$ cat src/rtl/lvl_arb_pkg.sv
package lvl_arb_pkg;

    typedef enum logic [1:0] {
        ST_IDLE  = 2'd0,
        ST_WALK  = 2'd1,
        ST_OFFER = 2'd2,
        ST_OWNED = 2'd3
    } arb_st_e;

endpackage

$ cat src/rtl/lvl_arb_sync.sv
module lvl_arb_sync #(
    parameter int WIDTH = 1
) (
    input  logic             clk_i,
    input  logic             rst_ni,
    input  logic [WIDTH-1:0] async_i,
    output logic [WIDTH-1:0] sync_o
);

    typedef struct packed {
        logic [WIDTH-1:0] meta;
        logic [WIDTH-1:0] stab;
    } sync_s;

    sync_s s_d, s_q;

    always_comb begin
        s_d      = s_q;
        s_d.meta = async_i;
        s_d.stab = s_q.meta;
    end

    always_ff @(posedge clk_i or negedge rst_ni) begin
        if (!rst_ni) s_q <= '0;
        else         s_q <= s_d;
    end

    assign sync_o = s_q.stab;

    // output follows input exactly two edges later
    p_two_stage_r9: assert property (@(posedge clk_i) disable iff (!rst_ni)
        s_q.meta == $past(async_i) |=> sync_o == $past(async_i, 2));

endmodule

$ cat src/rtl/lvl_arb_pick.sv
module lvl_arb_pick #(
    parameter int NUM_LVL = 4,
    localparam int LW     = (NUM_LVL > 1) ? $clog2(NUM_LVL) : 1
) (
    input  logic [NUM_LVL-1:0] lvl_act_i,
    input  logic [LW-1:0]      last_i,
    input  logic               rr_mode_i,
    output logic [LW-1:0]      pick_o,
    output logic               vld_o
);

    always_comb begin
        pick_o = '0;
        vld_o  = 1'b0;
        for (int i = 1; i <= NUM_LVL; i++) begin
            int cand;
            if (rr_mode_i) cand = (int'(last_i) + NUM_LVL - i) % NUM_LVL;
            else           cand = NUM_LVL - i;
            if (!vld_o && lvl_act_i[cand]) begin
                vld_o  = 1'b1;
                pick_o = LW'(cand);
            end
        end
    end

endmodule

$ cat src/rtl/lvl_arb_core.sv
module lvl_arb_core
    import lvl_arb_pkg::*;
#(
    parameter int NUM_LVL = 4,
    parameter int SLOTS   = 3,
    localparam int LW     = (NUM_LVL > 1) ? $clog2(NUM_LVL) : 1,
    localparam int PW     = (SLOTS > 1) ? $clog2(SLOTS) : 1,
    localparam int NSL    = NUM_LVL * SLOTS,
    localparam int IW     = (NSL > 1) ? $clog2(NSL) : 1
) (
    input  logic               clk_i,
    input  logic               rst_ni,
    input  logic [NUM_LVL-1:0] lvl_act_i,
    input  logic [NSL-1:0]     slot_req_i,
    input  logic               busy_i,
    input  logic               rr_mode_i,
    input  logic [LW-1:0]      pick_i,
    input  logic               pick_vld_i,
    output logic [LW-1:0]      last_o,
    output logic [NUM_LVL-1:0] lvl_grant_o,
    output logic [NSL-1:0]     slot_grant_o
);

    typedef struct packed {
        arb_st_e       st;
        logic [LW-1:0] lvl;
        logic [PW-1:0] pos;
        logic [LW-1:0] last;
    } core_s;

    core_s r_d, r_q;
    logic [IW-1:0] cur_idx;
    logic          cur_req;
    logic          at_end;

    always_comb begin
        cur_idx = IW'(int'(r_q.lvl) * SLOTS + int'(r_q.pos));
        cur_req = slot_req_i[cur_idx];
        at_end  = (int'(r_q.pos) == SLOTS - 1);

        r_d = r_q;
        unique case (r_q.st)
            ST_IDLE: begin
                if (!busy_i && pick_vld_i) begin
                    r_d.st   = ST_WALK;
                    r_d.lvl  = pick_i;
                    r_d.pos  = '0;
                    r_d.last = pick_i;
                end
            end
            ST_WALK: begin
                if (busy_i)       r_d.st  = ST_IDLE;
                else if (cur_req) r_d.st  = ST_OFFER;
                else if (at_end)  r_d.st  = ST_IDLE;
                else              r_d.pos = r_q.pos + 1'b1;
            end
            ST_OFFER: begin
                if (busy_i)        r_d.st = ST_OWNED;
                else if (!cur_req) r_d.st = ST_IDLE;
            end
            ST_OWNED: begin
                if (!busy_i) r_d.st = ST_IDLE;
            end
            default: r_d.st = ST_IDLE;
        endcase
    end

    always_ff @(posedge clk_i or negedge rst_ni) begin
        if (!rst_ni) begin
            r_q.st   <= ST_IDLE;
            r_q.lvl  <= '0;
            r_q.pos  <= '0;
            r_q.last <= '0;
        end else begin
            r_q <= r_d;
        end
    end

    always_comb begin
        lvl_grant_o  = '0;
        slot_grant_o = '0;
        if (r_q.st == ST_WALK || r_q.st == ST_OFFER)
            lvl_grant_o = NUM_LVL'(1) << r_q.lvl;
        if (r_q.st == ST_OFFER)
            slot_grant_o = NSL'(1) << cur_idx;
    end

    assign last_o = r_q.last;

    // a busy bus keeps the arbiter idle
    p_no_start_busy_r6: assert property (@(posedge clk_i) disable iff (!rst_ni)
        (r_q.st == ST_IDLE && busy_i) |=> r_q.st == ST_IDLE);

    // fixed order never skips a higher active level
    p_fixed_top_r2: assert property (@(posedge clk_i) disable iff (!rst_ni)
        (r_q.st == ST_IDLE && !busy_i && !rr_mode_i && |lvl_act_i)
        |=> r_q.st == ST_WALK &&
            (($past(lvl_act_i) >> ({1'b0, r_q.lvl} + 1'b1)) == '0));

    // an idle slot hands on the grant in a single clock
    p_pass_step_r5: assert property (@(posedge clk_i) disable iff (!rst_ni)
        (r_q.st == ST_WALK && !busy_i && !cur_req && !at_end)
        |=> r_q.st == ST_WALK && r_q.pos == $past(r_q.pos) + 1'b1);

    // an offered grant stays while its slot still wants it
    p_hold_offer_r8: assert property (@(posedge clk_i) disable iff (!rst_ni)
        (r_q.st == ST_OFFER && !busy_i && cur_req) |=> r_q.st == ST_OFFER);

    // the walk starts at the nearest slot
    p_walk_start_r4: assert property (@(posedge clk_i) disable iff (!rst_ni)
        $rose(r_q.st == ST_WALK) |-> r_q.pos == '0);

endmodule

$ cat src/rtl/lvl_bus_arbiter.sv
module lvl_bus_arbiter #(
    parameter int NUM_LVL = 4,
    parameter int SLOTS   = 3,
    localparam int LW     = (NUM_LVL > 1) ? $clog2(NUM_LVL) : 1,
    localparam int NSL    = NUM_LVL * SLOTS
) (
    input  logic               clk_i,
    input  logic               rst_ni,
    input  logic [NSL-1:0]     slot_req_n_i,
    input  logic               bus_busy_i,
    input  logic               rr_mode_i,
    output logic [NUM_LVL-1:0] lvl_grant_o,
    output logic [NSL-1:0]     slot_grant_o
);

    logic [NSL-1:0]     req_s;
    logic               busy_s;
    logic [NUM_LVL-1:0] lvl_act;
    logic [LW-1:0]      last_lvl;
    logic [LW-1:0]      pick;
    logic               pick_vld;

    lvl_arb_sync #(.WIDTH(NSL + 1)) u_sync (
        .clk_i   (clk_i),
        .rst_ni  (rst_ni),
        .async_i ({bus_busy_i, ~slot_req_n_i}),
        .sync_o  ({busy_s, req_s})
    );

    for (genvar l = 0; l < NUM_LVL; l++) begin : g_lvl
        assign lvl_act[l] = |req_s[l*SLOTS +: SLOTS];

        // a slot grant lies inside the granted level
        p_slot_in_lvl_r7: assert property (@(posedge clk_i) disable iff (!rst_ni)
            |slot_grant_o[l*SLOTS +: SLOTS] |-> lvl_grant_o[l]);
    end

    lvl_arb_pick #(.NUM_LVL(NUM_LVL)) u_pick (
        .lvl_act_i (lvl_act),
        .last_i    (last_lvl),
        .rr_mode_i (rr_mode_i),
        .pick_o    (pick),
        .vld_o     (pick_vld)
    );

    lvl_arb_core #(.NUM_LVL(NUM_LVL), .SLOTS(SLOTS)) u_core (
        .clk_i        (clk_i),
        .rst_ni       (rst_ni),
        .lvl_act_i    (lvl_act),
        .slot_req_i   (req_s),
        .busy_i       (busy_s),
        .rr_mode_i    (rr_mode_i),
        .pick_i       (pick),
        .pick_vld_i   (pick_vld),
        .last_o       (last_lvl),
        .lvl_grant_o  (lvl_grant_o),
        .slot_grant_o (slot_grant_o)
    );

    // single level grant, single slot grant
    p_one_lvl_r7: assert property (@(posedge clk_i) disable iff (!rst_ni)
        $onehot0(lvl_grant_o));
    p_one_slot_r7: assert property (@(posedge clk_i) disable iff (!rst_ni)
        $onehot0(slot_grant_o));

    // once the owner is busy no grant is presented
    p_busy_quiet_r6: assert property (@(posedge clk_i) disable iff (!rst_ni)
        (busy_s && $past(busy_s) && lvl_grant_o == '0) |=> lvl_grant_o == '0 || !busy_s);

endmodule

$ cat config.mk
export PLATFORM = sky130hd
export DESIGN_NAME = lvl_bus_arbiter
export DESIGN_NICKNAME = d
export VERILOG_FILES = /design/src/rtl/lvl_arb_pkg.sv /design/src/rtl/lvl_arb_sync.sv /design/src/rtl/lvl_arb_pick.sv /design/src/rtl/lvl_arb_core.sv /design/src/rtl/lvl_bus_arbiter.sv
export SDC_FILE = /design/constraint.sdc
export NUM_CORES = 1
export LEC_CHECK = 0
export ABC_CLOCK_PERIOD_IN_PS = 10000
export BUFFER_PORTS_ARGS = -buffer_cell sky130_fd_sc_hd__buf_2
export CAP_MARGIN = 20
export CORE_ASPECT_RATIO = 0.8
export CORE_MARGIN = 4
export CORE_UTILIZATION = 45
export CTS_CLUSTER_DIAMETER = 60
export CTS_CLUSTER_SIZE = 28
export DETAILED_ROUTE_END_ITERATION = 12
export GPL_TIMING_DRIVEN = 0
export HOLD_SLACK_MARGIN = 0.05
export PLACE_DENSITY_LB_ADDON = 0.2
export SYNTH_ARGS = -nofsm -noshare
export SYNTH_HDL_FRONTEND = slang
export SYNTH_HIERARCHICAL = 1
export SYNTH_SLANG_ARGS = --single-unit
$ cat constraint.sdc
create_clock -name clk_i -period 10 [get_ports clk_i]
set_clock_uncertainty 0.05 [all_clocks]
set_input_delay 0.5 -clock clk_i [delete_from_list [all_inputs] [get_ports clk_i]]
set_output_delay 0.5 -clock clk_i [all_outputs]
set_load 0.01 [all_outputs]
-- Yosys cells after proc, flatten, opt, wreduce, memory -nomap -nowiden
Cells that the tools add are included.
- $add $sub $neg: 7
- $mul: 1
- order comparisons: 5
- eq/ne operators: 11
- shift-type cells: 2
- mux-type cells: 40
- bitwise gates (word level): 5
- reductions and logical operators: 22
- operator list (kind ; count):
    32-bit by 4-bit less-than comparator with 1-bit output, second input constant ; 4
    32-bit 2-to-1 mux ; 4
    32-bit by 3-bit subtractor with 32-bit output, second input constant ; 2
    32-bit by 4-bit subtractor with 32-bit output, second input constant ; 1
    2-bit 2-to-1 mux ; 13
    1-bit 2-to-1 mux ; 13
    12-bit 2-to-1 mux ; 1
    12-bit inverter ; 1
    3-bit OR reduction ; 4
    1-bit by 4-bit << shifter with 12-bit output, first input constant ; 1
    1-bit binary-select mux with 2-bit select ; 4
    8-bit 2-to-1 mux ; 1
    2-bit inequality test, second input constant ; 4
    2-bit case mux with 4 select lines ; 1
    2-bit OR reduction ; 4
    2-bit equality test, second input constant ; 3
    4-bit by 5-bit less-than comparator with 1-bit output, second input constant ; 1
    5-bit AND reduction ; 1
    4-bit by 1-bit subtractor with 5-bit output, second input constant ; 1
    2-bit by 3-bit adder with 4-bit output, second input constant ; 1
    4-bit by 3-bit adder with 4-bit output ; 1
    1-bit AND ; 4
    1-bit binary-select mux with 4-bit select ; 1
    1-bit logical AND ; 4
    other kinds (15) ; 18
- flip-flop bits (word level): 32
- input port bits: 16
- output and inout bits: 16
- word-level logic and storage cells: 98

-- Longest topological paths before layout
Gate-level depths: netlist (run 1).
- depth after elaboration: 21
- depth in mapped cells: 10
- depth with buffers taken out: 10

-- By module
Netlist (run 1), hierarchy kept.
- modules (own cells, without submodules) (module ; times used ; cells an instance ; area each (µm²) ; seq. area each (µm²)):
    lvl_arb_core ; 1 ; 97 ; 882.1 ; 150.1
    lvl_arb_sync ; 1 ; 26 ; 650.6 ; 650.6
    lvl_arb_pick ; 1 ; 27 ; 146.4 ; 0.0
    lvl_bus_arbiter ; 1 ; 16 ; 70.1 ; 0.0

-- Worst setup path before layout (run 1)
Ideal clock, no wire load.
- kind: reg2reg
- start point: register u_core.r_q, in the netlist u_core/last_o[0]
- end point: register u_core/r_q[7] (netlist name)
- setup time: 0.128 ns
- arrival: 3.026 ns
- required time: 9.822 ns
- path slack: 6.797 ns
- stages on the path, launching flop included: 11
- buffers on the path: 0
- clock period less this slack: 3.203 ns
- cell sequence: dfrtp_1 fa_1 ha_1 inv_1 fa_1 nand2_1 o221ai_4 o211ai_2 or3b_4 nand3_1 mux2_1
- longest elaborated chain between the ends: 19
- elaborated cells between the ends (all ways): 43
- those cells by class: 6 x add/sub; 1 x mul; 3 x eq/ne; 25 x mux; 8 x reduce/logical
- RTL lines (element ; line ; RTL):
    from (decl) ; lvl_arb_core.sv:31 ; core_s r_d, r_q;
    from (signal assigned) ; lvl_arb_core.sv:75 ; r_q <= r_d;
    parallel branches: the longest is 19 deep, another holds 32-bit by 3-bit subtractor with 32-bit output ; n/a ;
Parallel ways; which one is timed is not known. The select of a mux whose other input is x is not followed.
A chain may end at the register's enable or synchronous reset.

-- Final worst setup path (run 1)
Same ends and word-level chain as after synthesis.

==> results of run 1 <==
through the flow:
stage                     std cells  utilization (%)  hold WS (ps)
after floorplan                 166                -           154
after global placement          249             54.9           284
after detailed placement        249             54.9           286
after CTS                       257             57.3           220
after global routing            257             57.3           262
final                           257             57.3           205
state kept, by name, summed over array words and instances (netlist names):
signal,count
u_core/r_q,4
u_core/last_o,2
u_sync/s_d,13
u_sync/sync_o,13
synthesized netlist by cell type, types with 2 or more instances:
cell type                   n  area (µm²)
sky130_fd_sc_hd__a21oi_1    6        30.0
sky130_fd_sc_hd__and2_1     6        37.5
sky130_fd_sc_hd__buf_4      3        22.5
sky130_fd_sc_hd__dfrtp_1   32         801
sky130_fd_sc_hd__fa_1       2        40.0
sky130_fd_sc_hd__ha_1      12         150
sky130_fd_sc_hd__inv_1     20        75.1
sky130_fd_sc_hd__mux2_2     3        33.8
sky130_fd_sc_hd__mux2_4     2        30.0
sky130_fd_sc_hd__mux2i_1    2        20.0
sky130_fd_sc_hd__mux4_2     2        45.0
sky130_fd_sc_hd__nand2_1   11        41.3
sky130_fd_sc_hd__nand2b_1   3        18.8
sky130_fd_sc_hd__nand3_1    6        30.0
sky130_fd_sc_hd__nand3b_1   5        37.5
sky130_fd_sc_hd__nor2_1    14        52.6
sky130_fd_sc_hd__nor2b_1    3        18.8
sky130_fd_sc_hd__nor3_1     5        25.0
sky130_fd_sc_hd__o21ai_0    4        20.0
sky130_fd_sc_hd__or3_1      4        25.0
cell families (layout without fill, tap and decap cells):
group                      count (synthesis)  in the layout  synth area share (%)
buffers and inverters                     26             65                  6.72
DFF                                       32             32                  45.8
adders and majority gates                 14             14                  10.9
AOI/OAI and AO/OA                         20             20                  8.80
muxes                                     10             10                  8.01
and+or+nand+nor                           64             64                  19.8
worst paths after layout:
kind,startpoint,to,slack (ps),depth (start not counted)
worst max-delay path,u_core/last_o[0],u_core/r_q[7],6540,10
worst min-delay path,rst_ni,u_sync/sync_o[8],210,1
worst max register to register,u_core/last_o[0],u_core/r_q[7],6540,10
worst min register to register,u_sync/s_d[8],u_sync/sync_o[8],290,0
max in group asynchronous,rst_ni,u_sync/s_d[6],9250,1
min in group clk_i,bus_busy_i,u_sync/s_d[12],270,1
worst max-delay path, stage by stage (launching register included):
cell	delay, ps
sky130_fd_sc_hd__dfrtp_1	480
sky130_fd_sc_hd__fa_1	570
sky130_fd_sc_hd__ha_1	150
sky130_fd_sc_hd__inv_1	50
sky130_fd_sc_hd__fa_1	600
sky130_fd_sc_hd__nand2_1	160
sky130_fd_sc_hd__o221ai_2	240
sky130_fd_sc_hd__o211ai_2	130
sky130_fd_sc_hd__or3b_4	420
sky130_fd_sc_hd__nand3_1	150
sky130_fd_sc_hd__mux2_1	340
where the power goes:
part | total, mW | switching [mW] | internal [mW] | leakage, nW
Sequential | 0.158 | 0.0147 | 0.143 | 0.378
Combinational | 0.285 | 0.157 | 0.129 | 0.601
Clock | 0.0985 | 0.0501 | 0.0484 | 0.0479
Total | 0.541 | 0.221 | 0.320 | 1.03
area by class of cell:
class                   count  share of cell area (%)
multi-input cells         108                    40.4
flip-flops and latches     32                    38.9
repair buffers             31                    7.54
inverters                  21                    3.83
clock buffers               5                    3.35
well taps                  52                    3.16
plain buffers               5                    1.89
clock inverters             3                   0.912
layer usage:
layer,vias to the layer above,global-route usage (%)
met5,-,0
met4,0,7.11
met3,6,4.07
met2,35,24.5
met1,611,18.8
li1,620,-
==> flow_summary.json, run 1 <==
{
  "run_status": "complete, no violations",
  "global_route.usage.total_pct": 15.1,
  "postSynth.asyncResetShare_pct": 100,
  "drt_iter0_markers": 40,
  "clock_insertion_delay_worst_skew_ps": 290,
  "post_synth.cell_area_avg_um2": 10.5,
  "top_level_ports": 32,
  "crit_required_ps": 10120,
  "grt_pass1_wl_um": 5870,
  "grt_setup_unrepaired": "false",
  "mostFrequentLayoutCells": "32 x sky130_fd_sc_hd__buf_2, 32 x sky130_fd_sc_hd__dfrtp_1, 20 x sky130_fd_sc_hd__inv_1, 14 x sky130_fd_sc_hd__nor2_1, 12 x sky130_fd_sc_hd__ha_1",
  "power_density_nw_per_um2": 263,
  "post-route-drc-count": 0,
  "wirelength_um": 3260,
  "tritoncts.num_buffers": 5,
  "met3_wire_len_um": 144,
  "fin_crit_ps": 3460,
  "crit_path_end_kind": "flop",
  "ant_nets": 0,
  "synth_ff_type": "sky130_fd_sc_hd__dfrtp_1",
  "critPathMaxFanout": 7,
  "clockBufferDepth": 2,
  "gp_routability_congestion": 0.795,
  "hold_violations": 0,
  "drive_gt1_share_pct": 29.3,
  "core-area_um2": 3590,
  "yosys_register_bits": 32,
  "design_power_total_uw": 541,
  "leakage_nw": 1.03,
  "cts.sink_count": 32,
  "nFillCells": 322,
  "design_area_um2": 2060,
  "cts_setup_buffers": 0,
  "avgViaCountPerCell": 4.95,
  "cts_root_buf": "sky130_fd_sc_hd__clkbuf_8",
  "areaGrowthSynthToFinish_pct": 17.6,
  "highest-signal-layer": "met4",
  "m1WireLength_um": 1470,
  "worst_relative_slew_slack_pct": 53.7,
  "first_pass_iters": 4,
  "htreeDepth": 2,
  "numPortBuffers": 31,
  "final-max-slew-violation-count": 0,
  "cp.arrival_ps": 3570,
  "nets": 234,
  "path_clk_slew_ps": 70,
  "cts.hold.buffers_added": 0,
  "floorplan.rows": 19,
  "synth-seq-area-share_pct": 45.8,
  "synth-edff-count": 0,
  "place_hpwl_um": 2480,
  "max_cap_viol_count": 0,
  "syn-cell-area_um2": 1750,
  "register_area_um2": 801,
  "die_area_um2": 4950,
  "totalNegativeSetupSlack_ps": 0,
  "dr_total_vias": 1272,
  "min-delay-path-class": "input pin to asynchronous set/reset pin",
  "syn_inst": 166,
  "layout_worst_path_cycle_share_pct": 34.6,
  "critPathLaunchType": "flop",
  "fin_ws_ps": 6540,
  "tritoncts": "done",
  "criticalPathCategory": "flop to flop",
  "floorplan.initialDensity_pct": 48.7,
  "irDropWorstVdd_mv": 0.118,
  "placement.cell_area_um2": 1970,
  "route.detailed.wl_per_inst_um": 12.7,
  "grt_pass1_vias": 1337,
  "post_cts_resize_count": 0,
  "n_antenna_cell": 0,
  "final-setup-viol-count": 0,
  "yosysWarningCount": 6,
  "die-width_um": 77.7,
  "maximum_number_of_pins_on_one_net_before_global_route_repair": 33,
  "synth.lib_cells_used.distinct": 41,
  "grt_overflow": 0,
  "routed-wl-met2_um": 1600,
  "antenna_violations_before_repair": 0,
  "preCtsSetupSlack_ps": 6550,
  "die_h_um": 63.8,
  "worst-slew-pin-transition_ps": 694,
  "synth_nets": 196,
  "total_area_of_multi_input_combinational_cells_um2": 831,
  "achievable-frequency_mhz": 289
}
No activity file was read; power rests on OpenSTA's default activity.
==> run 2: changes to the inputs <==
--- a/config.mk
+++ b/config.mk
@@ -5,7 +5,7 @@
 export SDC_FILE = /design/constraint.sdc
 export NUM_CORES = 1
 export LEC_CHECK = 0
-export ABC_CLOCK_PERIOD_IN_PS = 10000
+export ABC_CLOCK_PERIOD_IN_PS = 3500
 export BUFFER_PORTS_ARGS = -buffer_cell sky130_fd_sc_hd__buf_2
 export CAP_MARGIN = 20
 export CORE_ASPECT_RATIO = 0.8
==> constraint.sdc (replaced) <==
create_clock -name clk_i -period 3.5 [get_ports clk_i]
set_clock_uncertainty 0.05 [all_clocks]
set_input_delay 0.175 -clock clk_i [delete_from_list [all_inputs] [get_ports clk_i]]
set_output_delay 0.175 -clock clk_i [all_outputs]
set_load 0.01 [all_outputs]
==> run 2 against run 1 <==
Effect of this change: global-route usage grew 0.88 points; sequential power grew to 2.8 times the previous value; flip-flop and latch count stayed put; cell count increased by 6.2%; non-clock buffer count is 16 higher; via count up 6.4%; core utilization increased by 4.4 points; count of clock-buffer cells in the layout did not move; combinational power rose to 3.0 times the previous value; highest routed layer unchanged; first-iteration DRC count grew 60%; maximum frequency increased by 2.5%; design area increased by 7.7%; largest cell class unchanged.
==> flow_summary.json, run 2 (synthesis gave the netlist of run 1 again) <==
{
  "tritoncts.num_buffers": 5,
  "critPathLaunchType": "flop",
  "nets": 250,
  "drt_iter0_markers": 64,
  "clock_insertion_delay_worst_skew_ps": 290,
  "dr_total_vias": 1354,
  "layout_worst_path_cycle_share_pct": 96.3,
  "grt_setup_unrepaired": "false",
  "hold_violations": 0,
  "post-route-drc-count": 0,
  "grt_pass1_wl_um": 6210,
  "design_area_um2": 2220,
  "min-delay-path-class": "input pin to flop",
  "htreeDepth": 2,
  "top_level_ports": 32,
  "crit_required_ps": 3620,
  "numPortBuffers": 31,
  "final-max-slew-violation-count": 0,
  "place_hpwl_um": 2480,
  "cts.sink_count": 32,
  "ant_nets": 0,
  "first_pass_iters": 4,
  "achievable-frequency_mhz": 297,
  "die-width_um": 77.7,
  "core-area_um2": 3590,
  "cts_root_buf": "sky130_fd_sc_hd__clkbuf_8",
  "n_antenna_cell": 0,
  "worst-slew-pin-transition_ps": 686,
  "final-setup-viol-count": 0,
  "max_cap_viol_count": 0,
  "die_area_um2": 4950,
  "die_h_um": 63.8,
  "placement.cell_area_um2": 1970,
  "global_route.usage.total_pct": 16.0,
  "mostFrequentLayoutCells": "32 x sky130_fd_sc_hd__buf_2, 31 x sky130_fd_sc_hd__dfrtp_1, 20 x sky130_fd_sc_hd__inv_1, 14 x sky130_fd_sc_hd__dlygate4sd3_1, 14 x sky130_fd_sc_hd__nor2_1",
  "avgViaCountPerCell": 4.96,
  "antenna_violations_before_repair": 0,
  "critPathMaxFanout": 7,
  "crit_path_end_kind": "flop",
  "criticalPathCategory": "flop to flop",
  "preCtsSetupSlack_ps": 45.4,
  "leakage_nw": 1.09,
  "run_status": "complete, no violations",
  "grt_overflow": 0,
  "floorplan.rows": 19,
  "most_common_library_cell_in_the_layout_ignoring_fill_and_taps": "sky130_fd_sc_hd__buf_2",
  "path_clk_slew_ps": 70,
  "route.detailed.wl_per_inst_um": 12.7,
  "floorplan.initialDensity_pct": 48.7,
  "maximum_number_of_pins_on_one_net_before_global_route_repair": 33,
  "design_power_total_mw": 1.59,
  "drive_gt1_share_pct": 29.0,
  "clockBufferDepth": 2,
  "power_density_nw_per_um2": 718,
  "worst_relative_slew_slack_pct": 54.2,
  "totalNegativeSetupSlack_ps": 0,
  "cp.arrival_ps": 3490,
  "irDropWorstVdd_mv": 0.346,
  "wirelength_um": 3470,
  "fin_ws_ps": 129,
  "tritoncts": "done",
  "gp_routability_congestion": 0.795,
  "areaGrowthSynthToFinish_pct": 26.7,
  "grt_pass1_vias": 1396,
  "fin_crit_ps": 3370
}
[run 2: changes by cell type in the layout (fill, tap and decap cells not counted), sizes merged]
cell	before	now
buf	36	38
dlygate4sd3	0	14
[run 2: report_power, final]
group	leakage, nW	internal, mW	switching, mW
clock network	0.0479	0.138	0.144
registers	0.377	0.410	0.0380
logic	0.668	0.396	0.464
[run 2: worst max-delay path, cell delays in order (launching register included)]
cell and delay, ps:
sky130_fd_sc_hd__dfrtp_2 450, sky130_fd_sc_hd__fa_1 550, sky130_fd_sc_hd__ha_1 150, sky130_fd_sc_hd__inv_1 50, sky130_fd_sc_hd__fa_2 590, sky130_fd_sc_hd__nand2_1 140, sky130_fd_sc_hd__o221ai_4 230, sky130_fd_sc_hd__o211ai_2 150
sky130_fd_sc_hd__or3b_4 420, sky130_fd_sc_hd__nand3_1 150, sky130_fd_sc_hd__mux2_1 340
[run 2: final timing paths]
kind | startpoint | endpoint | slack [ps] | cells after the start
max | u_core/last_o[0] | u_core/r_q[7] | 130 | 10
min | rr_mode_i | u_core/last_o[1] | 260 | 3
max reg2reg | u_core/last_o[0] | u_core/r_q[7] | 130 | 10
min reg2reg | u_sync/s_d[8] | u_sync/sync_o[8] | 290 | 0
max in group asynchronous | rst_ni | u_core/last_o[0] | 2510 | 2
min in group asynchronous | rst_ni | u_sync/sync_o[8] | 410 | 2
[run 2: timing repair]
action | 4_1_cts | 5_1_grt
hold endpoints to repair | 45 | 0
resized for setup | 0 | 2
endpoints found under the setup margin | 0 | 1
setup buffers | 0 | 2
hold buffers | 14 | 0
[run 2: per-layer routing]
metal  share of wire [%]  GRT usage (%)  up-vias
met1                  44           19.6      653
li1                    -              -      654
met5                   0              0        -
met3                 4.5           3.93        8
met4                 1.9           7.11        0
met2                  50           26.7       39
[run 2: metrics by stage]
stage / util [%] / cells / hold WS [ps]
after floorplan: - / 166 / -171
after global placement: 54.9 / 249 / 202
after detailed placement: 54.9 / 249 / 209
after CTS: 61.2 / 271 / 265
after global routing: 61.7 / 273 / 296
final: 61.7 / 273 / 264
[run 2: cell type report]
type | count | area [µm²]
fill | 290 | 1370
multi-input combinational | 108 | 833
sequential | 32 | 802
timing repair buffer | 47 | 310
inverter | 21 | 78.8
clock buffer | 5 | 68.8
tap | 52 | 65.1
buffer | 5 | 38.8
clock inverter | 3 | 18.8
==> run 3: changes to the inputs <==
--- a/config.mk
+++ b/config.mk
@@ -10,7 +10,7 @@
 export CAP_MARGIN = 20
 export CORE_ASPECT_RATIO = 0.8
 export CORE_MARGIN = 4
-export CORE_UTILIZATION = 45
+export CORE_UTILIZATION = 55
 export CTS_CLUSTER_DIAMETER = 60
 export CTS_CLUSTER_SIZE = 28
 export DETAILED_ROUTE_END_ITERATION = 12
==> run 3 against run 2 <==
Effect of this change: critical path depth stayed put; die area is 16% lower; worst setup slack better by 3.5 ps; combinational power is 5.2% higher; via count is 0.59% higher; routed wire length is 2.4% higher; flip-flop and latch count stayed put; first-iteration DRC count stayed put; non-clock buffer count stayed put; global-route usage is 2.8 points higher; critical endpoint unchanged.
==> flow_summary.json, run 3 (synthesis gave the netlist of run 1 again) <==
{
  "final-setup-viol-count": 0,
  "achievable-frequency_mhz": 297,
  "critPathMaxFanout": 6,
  "mostFrequentLayoutCells": "32 x sky130_fd_sc_hd__buf_2, 30 x sky130_fd_sc_hd__dfrtp_1, 20 x sky130_fd_sc_hd__inv_1, 14 x sky130_fd_sc_hd__dlygate4sd3_1, 14 x sky130_fd_sc_hd__nor2_1",
  "drt_iter0_markers": 64,
  "dr_total_vias": 1362,
  "floorplan.rows": 18,
  "grt_use_met1_pct": 21.8,
  "worst_relative_slew_slack_pct": 54.7,
  "nets": 250,
  "leakage_nw": 1.09,
  "nFillCells": 219,
  "wirelength_um": 3550,
  "design_area_um2": 2220,
  "tritoncts": "done",
  "ant_nets": 0,
  "n_antenna_cell": 0,
  "die_area_um2": 4150,
  "run_status": "complete, no violations",
  "min-delay-path-class": "input pin to flop",
  "criticalPathCategory": "flop to flop",
  "grt_pass1_vias": 1348,
  "htreeDepth": 2,
  "max_cap_viol_count": 0,
  "place_hpwl_um": 2490,
  "gr-usage-met2_pct": 32.0,
  "final-max-slew-violation-count": 0,
  "critPathLaunchType": "flop",
  "totalNegativeSetupSlack_ps": 0,
  "first_pass_iters": 4,
  "post-route-drc-count": 0,
  "irDropWorstVdd_mv": 0.359,
  "core-area_um2": 3060,
  "drive_gt1_share_pct": 29.9,
  "clock_insertion_delay_worst_skew_ps": 280,
  "floorplan.initialDensity_pct": 57.1,
  "grt.busiest_layer": "met2",
  "most_common_library_cell_in_the_layout_ignoring_fill_and_taps": "sky130_fd_sc_hd__buf_2",
  "global_route.usage.total_pct": 18.8,
  "die-width_um": 71.1,
  "tritoncts.num_buffers": 5,
  "cts_root_buf": "sky130_fd_sc_hd__clkbuf_8",
  "placement.cell_area_um2": 1950,
  "fin_crit_ps": 3370,
  "global_route.usage.met3_pct": 6.31,
  "clockBufferDepth": 2,
  "hold_violations": 0,
  "grt_overflow": 0,
  "gp_routability_congestion": 0.796,
  "layout_worst_path_cycle_share_pct": 96.2,
  "route.detailed.wl_per_inst_um": 13.6,
  "numPortBuffers": 31,
  "design_power_total_mw": 1.64,
  "grt_setup_unrepaired": "false",
  "grt_pass1_wl_um": 5890,
  "cp.arrival_ps": 3480,
  "antenna_violations_before_repair": 0,
  "fin_worst_hold_slack_ps": 283,
  "power_density_nw_per_um2": 742,
  "cts.sink_count": 32,
  "crit_required_ps": 3610,
  "avgViaCountPerCell": 5.22,
  "areaGrowthSynthToFinish_pct": 26.8,
  "die_h_um": 58.4,
  "top_level_ports": 32,
  "path_clk_slew_ps": 70,
  "layout.cells.non_filler": 261,
  "number_of_instances_in_the_placed_design": 237,
  "maximum_number_of_pins_on_one_net_before_global_route_repair": 33,
  "crit_path_end_kind": "flop",
  "worst-slew-pin-transition_ps": 680
}
==> run 3: stage by stage <==
stage	utilization [%]	setup WS, ps
5_1_grt	72.4	11.7
4_1_cts	71.4	0.904
3_3_place_gp	63.8	122
3_5_place_dp	63.8	32.0
2_1_floorplan	-	297
6_report	72.4	132
==> run 3: worst max-delay path: stages (launching register included) <==
cell                       delay (ps)
sky130_fd_sc_hd__dfrtp_2          460
sky130_fd_sc_hd__fa_1             530
sky130_fd_sc_hd__ha_1             150
sky130_fd_sc_hd__inv_1             60
sky130_fd_sc_hd__fa_2             610
sky130_fd_sc_hd__nand2_2          110
sky130_fd_sc_hd__o221ai_4         220
sky130_fd_sc_hd__o211ai_2         150
sky130_fd_sc_hd__or3b_4           420
sky130_fd_sc_hd__nand3_1          150
sky130_fd_sc_hd__mux2_1           340
==> run 3: final timing paths <==
path / startpoint / end / slack, ps / depth (start not counted)
worst max-delay path: u_core/last_o[1] / u_core/r_q[7] / 130 / 10
worst min-delay path: rr_mode_i / u_core/last_o[1] / 280 / 3
worst max register to register: u_core/last_o[1] / u_core/r_q[7] / 130 / 10
worst min register to register: u_sync/s_d[8] / u_sync/sync_o[8] / 300 / 0
max in group asynchronous: rst_ni / u_core/last_o[0] / 2510 / 2
min in group asynchronous: rst_ni / u_core/r_q[3] / 410 / 2
==> run 3: metal layers <==
layer / wire length (µm) / share of wire (%)
met1: 1510 / 42
met3: 224 / 6.3
met5: 0 / 0
met4: 68 / 1.9
met2: 1750 / 49
==> run 3: area by class of cell <==
cell class	instances	area [µm²]	area share, %
plain buffers	5	38.8	1.75
clock buffers	7	86.3	3.89
clock inverters	1	7.51	0.338
inverters	21	78.8	3.55
multi-input cells	108	843	38.0
flip-flops and latches	32	803	36.2
well taps	40	50.0	2.26
repair buffers	47	310	14.0
==> run 3: report_power, final <==
group	switching (mW)	internal, mW	total, mW
sequential	0.0368	0.411	0.448
clock	0.132	0.159	0.291
combinational	0.483	0.424	0.906
==> run 3: what timing repair did <==
action	in CTS	in global routing
setup endpoints to repair	0	1
hold buffers	14	0
endpoints found under the hold margin	45	0
resized for setup	0	5
buffers inserted	0	2
